==> src/rtl/exc_entry_pkg.sv <==
package exc_entry_pkg;
  localparam int REG_W  = 32;
  localparam int CODE_W = 5;
  localparam int DBG_N  = 6;

  typedef enum logic [3:0] {
    CLS_GEN  = 4'd0,  CLS_CPU  = 4'd1,  CLS_INT  = 4'd2,  CLS_RST  = 4'd3,
    CLS_SRST = 4'd4,  CLS_NMI  = 4'd5,  CLS_DSS  = 4'd6,  CLS_DINT = 4'd7,
    CLS_DIB  = 4'd8,  CLS_DBP  = 4'd9,  CLS_DDBS = 4'd10, CLS_DDBL = 4'd11
  } exc_class_e;

  typedef enum logic [1:0] {PATH_NONE, PATH_GEN, PATH_ERR, PATH_DBG} exc_path_e;
  typedef enum logic [1:0] {ERR_RST, ERR_SRST, ERR_NMI} err_kind_e;

  // status bit positions
  localparam int ST_EXL = 1;
  localparam int ST_ERL = 2;
  localparam int ST_NMI = 19;
  localparam int ST_SR  = 20;
  localparam int ST_BEV = 22;
  // cause fields
  localparam int CA_BD   = 31;
  localparam int CA_CE   = 28;
  localparam int CA_CODE = 2;
  // debug cause bits
  localparam int DB_SS  = 0;
  localparam int DB_BP  = 1;
  localparam int DB_DL  = 2;
  localparam int DB_DS  = 3;
  localparam int DB_IB  = 4;
  localparam int DB_INT = 5;
  // write mask bits
  localparam int WR_PC    = 0;
  localparam int WR_EPC   = 1;
  localparam int WR_ERR   = 2;
  localparam int WR_DEPC  = 3;
  localparam int WR_STAT  = 4;
  localparam int WR_CAUSE = 5;
  localparam int WR_DBG   = 6;
  localparam int WR_WCLR  = 7;
  localparam int WR_DSCLR = 8;
  localparam int WR_DM    = 9;
  localparam int WR_W     = 10;

  localparam logic [CODE_W-1:0] CODE_INT = 5'd0;
  localparam logic [CODE_W-1:0] CODE_CPU = 5'd11;

  typedef struct packed {
    exc_path_e         path;
    err_kind_e         err_kind;
    logic [CODE_W-1:0] code;
    logic              set_ce;
    logic              no_fix;
    logic [DBG_N-1:0]  dbg_bits;
  } exc_dec_t;
endpackage

==> src/rtl/exc_classify.sv <==
module exc_classify
  import exc_entry_pkg::*;
(
  input  logic [3:0]        class_i,
  input  logic [CODE_W-1:0] code_i,
  input  logic              debug_mode_i,
  output exc_dec_t          dec_o
);
  always_comb begin
    dec_o          = '0;
    dec_o.path     = PATH_NONE;
    dec_o.err_kind = ERR_RST;
    case (class_i)
      CLS_GEN: begin
        dec_o.path = PATH_GEN;
        dec_o.code = code_i;
      end
      CLS_CPU: begin
        dec_o.path   = PATH_GEN;
        dec_o.code   = CODE_CPU;
        dec_o.set_ce = 1'b1;
      end
      CLS_INT: begin
        if (debug_mode_i) begin
          dec_o.path           = PATH_DBG;
          dec_o.dbg_bits[DB_INT] = 1'b1;
        end else begin
          dec_o.path = PATH_GEN;
          dec_o.code = CODE_INT;
        end
      end
      CLS_RST: begin
        dec_o.path = PATH_ERR;
        dec_o.err_kind = ERR_RST;
      end
      CLS_SRST: begin
        dec_o.path = PATH_ERR;
        dec_o.err_kind = ERR_SRST;
      end
      CLS_NMI: begin
        dec_o.path = PATH_ERR;
        dec_o.err_kind = ERR_NMI;
      end
      CLS_DSS: begin
        dec_o.path            = PATH_DBG;
        dec_o.no_fix          = 1'b1;  // single step resumes at next insn
        dec_o.dbg_bits[DB_SS] = 1'b1;
      end
      CLS_DINT: begin
        dec_o.path = PATH_DBG;
        dec_o.dbg_bits[DB_INT] = 1'b1;
      end
      CLS_DIB: begin
        dec_o.path = PATH_DBG;
        dec_o.dbg_bits[DB_IB] = 1'b1;
      end
      CLS_DBP: begin
        dec_o.path = PATH_DBG;
        dec_o.dbg_bits[DB_BP] = 1'b1;
      end
      CLS_DDBS: begin
        dec_o.path = PATH_DBG;
        dec_o.dbg_bits[DB_DS] = 1'b1;
      end
      CLS_DDBL: begin
        dec_o.path = PATH_DBG;
        dec_o.dbg_bits[DB_DL] = 1'b1;
      end
      default: dec_o.path = PATH_NONE;
    endcase
  end
endmodule

==> src/rtl/exc_retaddr.sv <==
module exc_retaddr #(
  parameter int ADDR_W     = 32,
  parameter int INSN_BYTES = 4
) (
  input  logic [ADDR_W-1:0] pc_i,
  input  logic              in_dslot_i,
  input  logic              no_fix_i,
  output logic [ADDR_W-1:0] ret_o,
  output logic              bd_o
);
  localparam logic [ADDR_W-1:0] STEP = ADDR_W'(INSN_BYTES);

  assign bd_o  = in_dslot_i & ~no_fix_i;
  // return to the branch when the fault sits in its slot
  assign ret_o = bd_o ? (pc_i - STEP) : pc_i;
endmodule

==> src/rtl/exc_cp0_next.sv <==
module exc_cp0_next
  import exc_entry_pkg::*;
#(
  parameter int                ADDR_W   = 32,
  parameter logic [ADDR_W-1:0] VEC_RST  = ADDR_W'(32'hBFC0_0000),
  parameter logic [ADDR_W-1:0] VEC_BOOT = ADDR_W'(32'hBFC0_0200),
  parameter logic [ADDR_W-1:0] VEC_NORM = ADDR_W'(32'h8000_0000),
  parameter logic [ADDR_W-1:0] VEC_DBG  = ADDR_W'(32'hBFC0_0480)
) (
  input  exc_path_e         path_i,
  input  err_kind_e         err_kind_i,
  input  logic [CODE_W-1:0] code_i,
  input  logic              set_ce_i,
  input  logic [DBG_N-1:0]  dbg_bits_i,
  input  logic              bd_i,
  input  logic [1:0]        cop_i,
  input  logic [REG_W-1:0]  status_i,
  input  logic [REG_W-1:0]  cause_i,
  input  logic [REG_W-1:0]  debug_i,
  output logic [REG_W-1:0]  status_o,
  output logic [REG_W-1:0]  cause_o,
  output logic [REG_W-1:0]  debug_o,
  output logic [ADDR_W-1:0] vec_o,
  output logic [WR_W-1:0]   wr_o
);
  logic [REG_W-1:0] dbg_set;

  genvar gi;
  generate
    for (gi = 0; gi < REG_W; gi++) begin : g_dbg
      if (gi < DBG_N) begin : g_src
        assign dbg_set[gi] = dbg_bits_i[gi];
      end else begin : g_zero
        assign dbg_set[gi] = 1'b0;
      end
    end
  endgenerate

  always_comb begin
    status_o = status_i;
    cause_o  = cause_i;
    debug_o  = debug_i;
    vec_o    = '0;
    wr_o     = '0;
    unique case (path_i)
      PATH_GEN: begin
        status_o[ST_EXL]              = 1'b1;
        cause_o[CA_BD]                = bd_i;
        cause_o[CA_CODE +: CODE_W]    = code_i;
        if (set_ce_i) cause_o[CA_CE +: 2] = cop_i;
        vec_o = status_i[ST_BEV] ? VEC_BOOT : VEC_NORM;
        wr_o[WR_PC]    = 1'b1;
        wr_o[WR_EPC]   = 1'b1;
        wr_o[WR_STAT]  = 1'b1;
        wr_o[WR_CAUSE] = 1'b1;
        wr_o[WR_DSCLR] = 1'b1;
      end
      PATH_ERR: begin
        case (err_kind_i)
          ERR_SRST: begin
            status_o        = '0;
            status_o[ST_SR] = 1'b1;
            wr_o[WR_WCLR]   = 1'b1;
          end
          ERR_NMI: begin
            status_o         = '0;
            status_o[ST_NMI] = 1'b1;
          end
          default: begin
            status_o[ST_SR]  = 1'b0;
            status_o[ST_NMI] = 1'b0;
          end
        endcase
        status_o[ST_ERL] = 1'b1;
        status_o[ST_BEV] = 1'b1;
        vec_o = VEC_RST;
        wr_o[WR_PC]    = 1'b1;
        wr_o[WR_ERR]   = 1'b1;
        wr_o[WR_STAT]  = 1'b1;
        wr_o[WR_DSCLR] = 1'b1;
      end
      PATH_DBG: begin
        debug_o = debug_i | dbg_set;
        vec_o   = VEC_DBG;
        wr_o[WR_PC]    = 1'b1;
        wr_o[WR_DEPC]  = 1'b1;
        wr_o[WR_DBG]   = 1'b1;
        wr_o[WR_DSCLR] = 1'b1;
        wr_o[WR_DM]    = 1'b1;
      end
      default: ;
    endcase
  end
endmodule

==> src/rtl/exc_entry.sv <==
module exc_entry
  import exc_entry_pkg::*;
#(
  parameter int                ADDR_W     = 32,
  parameter int                INSN_BYTES = 4,
  parameter logic [ADDR_W-1:0] VEC_RST    = ADDR_W'(32'hBFC0_0000),
  parameter logic [ADDR_W-1:0] VEC_BOOT   = ADDR_W'(32'hBFC0_0200),
  parameter logic [ADDR_W-1:0] VEC_NORM   = ADDR_W'(32'h8000_0000),
  parameter logic [ADDR_W-1:0] VEC_DBG    = ADDR_W'(32'hBFC0_0480)
) (
  input  logic              clk_i,
  input  logic              rst_ni,
  input  logic              exc_valid_i,
  input  logic [3:0]        exc_class_i,
  input  logic [4:0]        exc_code_i,
  input  logic [1:0]        cop_i,
  input  logic [ADDR_W-1:0] pc_i,
  input  logic              in_dslot_i,
  input  logic              debug_mode_i,
  input  logic [31:0]       status_i,
  input  logic [31:0]       cause_i,
  input  logic [31:0]       debug_i,
  output logic [ADDR_W-1:0] pc_o,
  output logic [ADDR_W-1:0] epc_o,
  output logic [ADDR_W-1:0] errorepc_o,
  output logic [ADDR_W-1:0] depc_o,
  output logic [31:0]       status_o,
  output logic [31:0]       cause_o,
  output logic [31:0]       debug_o,
  output logic [9:0]        wr_o
);
  exc_dec_t          dec;
  logic [ADDR_W-1:0] ret_addr;
  logic              bd;
  logic [REG_W-1:0]  status_n, cause_n, debug_n;
  logic [ADDR_W-1:0] vec;
  logic [WR_W-1:0]   wr_n;
  logic              take;

  exc_classify u_cls (
    .class_i      (exc_class_i),
    .code_i       (exc_code_i),
    .debug_mode_i (debug_mode_i),
    .dec_o        (dec)
  );

  exc_retaddr #(.ADDR_W(ADDR_W), .INSN_BYTES(INSN_BYTES)) u_ret (
    .pc_i       (pc_i),
    .in_dslot_i (in_dslot_i),
    .no_fix_i   (dec.no_fix),
    .ret_o      (ret_addr),
    .bd_o       (bd)
  );

  exc_cp0_next #(
    .ADDR_W(ADDR_W), .VEC_RST(VEC_RST), .VEC_BOOT(VEC_BOOT),
    .VEC_NORM(VEC_NORM), .VEC_DBG(VEC_DBG)
  ) u_nxt (
    .path_i     (dec.path),
    .err_kind_i (dec.err_kind),
    .code_i     (dec.code),
    .set_ce_i   (dec.set_ce),
    .dbg_bits_i (dec.dbg_bits),
    .bd_i       (bd),
    .cop_i      (cop_i),
    .status_i   (status_i),
    .cause_i    (cause_i),
    .debug_i    (debug_i),
    .status_o   (status_n),
    .cause_o    (cause_n),
    .debug_o    (debug_n),
    .vec_o      (vec),
    .wr_o       (wr_n)
  );

  assign take = exc_valid_i && (dec.path != PATH_NONE);

  always_ff @(posedge clk_i or negedge rst_ni) begin
    if (!rst_ni) begin
      pc_o       <= VEC_RST;
      epc_o      <= '0;
      errorepc_o <= '0;
      depc_o     <= '0;
      status_o   <= '0;
      cause_o    <= '0;
      debug_o    <= '0;
      wr_o       <= '0;
    end else begin
      wr_o <= take ? wr_n : '0;
      if (take) begin
        pc_o <= vec;
        if (wr_n[WR_EPC])   epc_o      <= ret_addr;
        if (wr_n[WR_ERR])   errorepc_o <= ret_addr;
        if (wr_n[WR_DEPC])  depc_o     <= ret_addr;
        if (wr_n[WR_STAT])  status_o   <= status_n;
        if (wr_n[WR_CAUSE]) cause_o    <= cause_n;
        if (wr_n[WR_DBG])   debug_o    <= debug_n;
      end
    end
  end
endmodule

==> config.mk <==
export PLATFORM = sky130hd
export DESIGN_NAME = exc_entry
export DESIGN_NICKNAME = d
export VERILOG_FILES = /design/src/rtl/exc_entry_pkg.sv /design/src/rtl/exc_classify.sv /design/src/rtl/exc_retaddr.sv /design/src/rtl/exc_cp0_next.sv /design/src/rtl/exc_entry.sv
export SDC_FILE = /design/constraint.sdc
export NUM_CORES = 1
export LEC_CHECK = 0
export BUFFER_PORTS_ARGS = -buffer_cell sky130_fd_sc_hd__buf_2
export CAP_MARGIN = 20
export CORE_MARGIN = 3
export CORE_UTILIZATION = 56
export CTS_BUF_LIST = sky130_fd_sc_hd__clkbuf_4 sky130_fd_sc_hd__clkbuf_8
export CTS_CLUSTER_SIZE = 10
export DETAILED_ROUTE_END_ITERATION = 8
export PLACE_DENSITY = 0.88
export RECOVER_POWER = 100
export SLEW_MARGIN = 20
export SYNTH_ARGS = -nofsm -noshare
export SYNTH_HDL_FRONTEND = slang
export SYNTH_HIERARCHICAL = 1
export SYNTH_SLANG_ARGS = --single-unit
==> constraint.sdc <==
create_clock -name clk_i -period 1.4 [get_ports clk_i]
set_input_delay 0 -clock clk_i [delete_from_list [all_inputs] [get_ports clk_i]]
set_output_delay 0 -clock clk_i [all_outputs]
set_load 0.01 [all_outputs]
; Yosys cells after proc, flatten, opt, wreduce, memory -nomap -nowiden
; Cells that the tools add are included.
[word_totals]
ram_bits = 0
out_inout_bits = 234
latch_bits = 0
romBits = 0
register_bits = 234
wordCells = 75
memories = 0
in_bits = 144
[op_classes]
reduce_logical = 13
n_div = 0
multipliers = 0
n_lt_le_gt_ge = 0
n_bitwise = 3
n_eq_ne = 16
n_shift = 0
n_addsub = 1
mux = 34
[op_table]
columns = op, n
row1 = $pmux W32 S3, 1
row2 = $mux W32, 2
row3 = $mux W30, 2
row4 = $or A32 B6 Y32, 1
row5 = $sub A32 B3 Y32 const B, 1
row6 = $mux W19, 1
row7 = $eq A4 B3 Y1 const B, 4
row8 = $eq A4 B4 Y1 const B, 4
row9 = $mux W1, 16
row10 = $mux W11, 1
row11 = $mux W10, 1
row12 = $pmux W5 S2, 1
row13 = $eq A4 B2 Y1 const B, 2
row14 = $pmux W2 S2, 2
row15 = $pmux W2 S4, 1
row16 = $reduce_and A2 Y1, 4
row17 = $eq A2 B2 Y1 const B, 3
row18 = $mux W2, 3
row19 = $reduce_or A2 Y1, 3
row20 = $reduce_or A3 Y1, 2
row21 = $reduce_or A6 Y1, 1
row22 = $mux W5, 1
row23 = $eq A2 B1 Y1 const B, 2
row24 = $eq A4 B1 Y1 const B, 1
row25 = other kinds (6), 7

; Depth between registers and ports, before layout
[depth]
depth_word = 7
mapped_depth = 10
depth_no_buf = 7

; Modules after synthesis
; Netlist, hierarchy kept.
[modules_own_cells]
columns = mod, area_per_inst_um2, cells_each, seq_area_each_um2, instances
row1 = exc_entry, 8879.8, 500, 5866.9, 1
row2 = exc_cp0_next, 1196.1, 154, 0.0, 1
row3 = exc_retaddr, 686.9, 92, 0.0, 1
row4 = exc_classify, 197.7, 34, 0.0, 1

; Worst setup path after synthesis
; Ideal clock, no wire load.
[synth_timing]
path_type = in2reg
start = input exc_class_i[0]
end = register pc_o[23]
arrival_ns = 1.917
required_ns = 1.318
n_path_buf = 3
stages = 10
setup_time_ns = 0.082
slack_ns = -0.599
cell_sequence = buf_2 -> o21ai_0 -> a21oi_1 -> inv_1 -> ha_1 -> buf_6 -> and2_4 -> o31a_1 -> buf_4 -> mux2_4
[synth_lines]
columns = item, line_no
row1 = "start, declared", exc_entry.sv:14  ; input logic [3:0] exc_class_i,
row2 = "end signal, assigned", exc_entry.sv:91  ; pc_o <= vec;
row3 = "end, declared", exc_entry.sv:23  ; output logic [ADDR_W-1:0] pc_o,

; Worst setup path after layout
[layout_timing]
start = input pc_i[18]
end = register errorepc_o[31]
[layout_between]
elab_chain_cells = 2
[layout_rtl]
columns = item, line_no
row1 = "start, declared", exc_entry.sv:17  ; input logic [ADDR_W-1:0] pc_i,
row2 = $sub A32 B3 Y32, exc_retaddr.sv:15  ; assign ret_o = bd_o ? (pc_i - STEP) : pc_i;
row3 = $mux W32, exc_retaddr.sv:15
row4 = net ret_addr[31], exc_entry.sv:33  ; logic [ADDR_W-1:0] ret_addr;
row5 = "end signal, assigned", exc_entry.sv:93  ; if (wr_n[WR_ERR]) errorepc_o <= ret_addr;
row6 = "end, declared", exc_entry.sv:25  ; output logic [ADDR_W-1:0] errorepc_o,
; The timed path passes the listed nets, and every way through them passes these cells.
; A chain may end at the register's enable or synchronous reset.

==> out/summary.json <==
{
  "avgRoutedWirePerCell_um": 24.0,
  "setup-violations-final": 36,
  "critPathMaxFanout": 8,
  "worst_setup_start_kind": "input pin",
  "fp.dieW_um": 146,
  "synth.distinct_cells": 47,
  "hold-worst-slack_ps": 62.6,
  "top_usage_layer": "met2",
  "worstSkewPairLatency_ps": 500,
  "ys_seq_elements": 234,
  "violations": "negative setup slack",
  "irDropWorstVdd_uv": 1210,
  "final.setup.worst_slack_ps": -154,
  "finalInstanceArea_sq_mm": 0.0153,
  "achievable-frequency_mhz": 643,
  "drt_drc_violations_left": 0,
  "route.antenna.remaining_nets": 0,
  "total_area_of_multi_input_combinational_cells_sq_mm": 0.00463,
  "tritoncts": "done",
  "grt_start_max_net_pins": 56,
  "min-delay-path-class": "in2reg",
  "slowest_stage": "sky130_fd_sc_hd__or4_4",
  "worstPathCellList": "buf_6, or4_4, or3_4, nor4_4, xor2_1, mux2_2",
  "fin_worst_skew_ps": 0,
  "grt_remaining_overflow": 0,
  "grt_use_met1_pct": 37.0,
  "vias_in_the_first_global_route": 9769,
  "synth-seq-area-share_pct": 53.5,
  "crit_path_end_kind": "flip-flop",
  "maxSlewViolCount": 0,
  "worst-endpoint-arrival_ps": 2010,
  "final.min_clock_period_ps": 1550,
  "placement.setup.worst_slack_ps": -594,
  "critPathMaxStageDelay_ps": 550,
  "slew-limit-headroom_pct": 64.6,
  "floorplan.core_area_sq_mm": 0.0190,
  "detail_route.iter0.violations": 375,
  "grt_setup_unrepaired": "yes",
  "cts.sink_count": 234,
  "finalCoreUtilization_pct": 80.9,
  "p_leak_uw": 0.00720,
  "area.growth.synth_to_final_pct": 39.9,
  "num-fill-cells": 1064,
  "first_pass_iters": 5,
  "worst_setup_path_startpoint": "pc_i[18]",
  "nNetsFinal": 1454,
  "share_of_cells_above_drive_strength_1_pct": 44.2,
  "yosysWarnings": 6,
  "area_of_the_mapped_netlist_sq_mm": 0.0110,
  "required_ps": 1860,
  "path_clk_slew_ps": 60,
  "hold_violation_count_in_the_final_report": 0,
  "placer_congestion_estimate": 0.820,
  "timing_worst_setup_path_type": "in2reg",
  "via_count": 8699,
  "antenna_violations_before_repair": 3,
  "starting_density_of_the_core_pct": 57.8,
  "number_of_buffers_inserted_by_port_buffering": 377,
  "timing.critical_path.buf_inv": 1,
  "timing.rr.start": "status_o[0]$_DFFE_PN0P_",
  "ctsHtreeMaxLevel": 2,
  "grt_first_pass_wirelength_mm": 57.0,
  "grtUsageMet3_pct": 8.10,
  "track_usage_pct": 34.1,
  "timing_worst_slew_pin_value_ps": 527,
  "wl_mm": 38.1,
  "dieHeight_um": 146,
  "post_dp_cell_area_sq_mm": 0.0135,
  "regArea_sq_mm": 0.00587,
  "postSynthAreaPerCell_sq_um": 14.1,
  "ctsLongestPathBuffers": 3,
  "postSynthCellCount": 780,
  "detailed_place_hpwl_mm": 22.2,
  "cellPowerDensity_mw_per_mm2": 1470,
  "clk_root_buffer_cell": "sky130_fd_sc_hd__clkbuf_8",
  "core.rowCount": 50,
  "status": "finished, violations left",
  "top_cell_family_by_delay_on_the_critical_path": "simple AND/OR/NAND/NOR gates",
  "use_met2_pct": 60.7,
  "cts_made_buffers": 40,
  "route.detailed.vias_per_inst": 5.48,
  "post-route-period-util_pct": 111,
  "min_from": "pc_i[16]",
  "ioPinCount": 378,
  "maxCapViolCount": 0,
  "area_of_the_die_sq_mm": 0.0213
}
-- sequential cells by signal, indices dropped and copies added, names as in the netlist --
name	flops
pc_o	32
wr_o	10
cause_o	32
errorepc_o	32
epc_o	32
depc_o	32
status_o	32
debug_o	32
-- cell type report --
cell class	instances	share of cell area (%)
repair buffers	581	23.7
diodes	3	0.0489
well taps	260	2.12
inverters	13	0.318
clock inverters	4	0.163
flip-flops and latches	234	38.3
clock buffers	62	5.20
multi-input cells	431	30.2
-- layer usage --
metal / share of wire [%] / vias up
met4: 6.8 / 0
li1: - / 3620
met3: 7.3 / 182
met5: 0 / -
met2: 51 / 559
met1: 35 / 4338
-- placed cells by master, fill, tap and decap left out, drive strengths merged, types with 13 or more instances in the layout --
cell type / count
and2: 34
buf: 224
clkbuf: 304
conb: 20
dfrtp: 225
dlygate4sd3: 115
inv: 13
mux2: 234
nor2: 16
xor2: 21
-- per-stage QoR --
| stage | std cells | total power [uW] | TNS [ps] |
|---|---|---|---|
| 6_report | 1588 | 22600 | -1240 |
| 5_1_grt | 1588 | 23400 | -5290 |
| 4_1_cts | 1579 | 22500 | -72.6 |
| 3_5_place_dp | 1397 | 15900 | -94560 |
| 3_3_place_gp | 1397 | 15500 | -84400 |
| 2_1_floorplan | 799 | 12900 | -45110 |
-- final timing paths --
kind | end | slack, ps | cells past startpoint
min reg2reg | epc_o[4]$_DFFE_PN0P_ | 500 | 1
max | errorepc_o[31]$_DFFE_PN0P_ | -150 | 6
max in group asynchronous | pc_o[25]$_DFFE_PN1P_ | 140 | 4
min | errorepc_o[16]$_DFFE_PN0P_ | 60 | 4
min in group asynchronous | wr_o[8]$_DFF_PN0_ | 530 | 3
max reg2reg | status_o[0]$_DFFE_PN0P_ | 490 | 1
-- cell usage after synthesis (all sizes together) --
cell    instances  area (sq um)
a21o            6          45.0
a21oi           4          23.8
and2           34           215
and3            2          12.5
and4            1          8.76
buf           119           930
clkbuf          2          7.51
conb            1          3.75
dfrtp         225          5630
dfstp           9           236
ha              9           113
inv            13          48.8
mux2          234          2740
mux2i           1          10.0
nand2          12          47.6
nand2b          6          45.0
nand3           3          15.0
nand3b          1          7.51
nand4           2          18.8
nor2           16          60.1
nor2b           1          6.26
nor3           10          50.1
nor4           12           140
nor4b           1          8.76
nor4bb          2          20.0
o211ai          6           128
o21a            4          30.0
o21ai           1          5.00
o31a            1          8.76
o41ai           1          8.76
or2             4          25.0
or3             4          25.0
or3b            1          8.76
or4             5          41.3
xnor2           6          52.6
xor2           21           184
-- cells by family (layout without fill, tap and decap cells) --
kind of cell	after synthesis	in the layout	synth area share, %
xor gates and xnor gates	27	27	2.16
buffers and inverters	134	660	9.00
muxes	235	235	25.1
DFF	234	234	53.5
and+or+nand+nor	117	117	6.90
adders and majority gates	9	9	1.03
other	1	23	0.0342
AOI/OAI and AO/OA	23	23	2.27
-- worst min-delay path, delay by kind of cell --
family                    cells  cell delay (ps)
buffers and inverters         2              240
xor gates and xnor gates      1              160
muxes                         1              150
-- power breakdown --
group          switching (uW)  total, uW  internal (uW)
Clock                    2840       6440           3600
Sequential               1220       9730           8510
Combinational            3360       6380           3020
-- timing repair --
item	4_1_cts	5_1_grt
resized for setup	10	27
endpoints found under the hold margin	361	0
pin swaps	2	11
setup endpoints to repair	23	96
setup buffers	1	7
hold buffers	115	0
cloned	0	2
(Power assumes the default switching activity.)
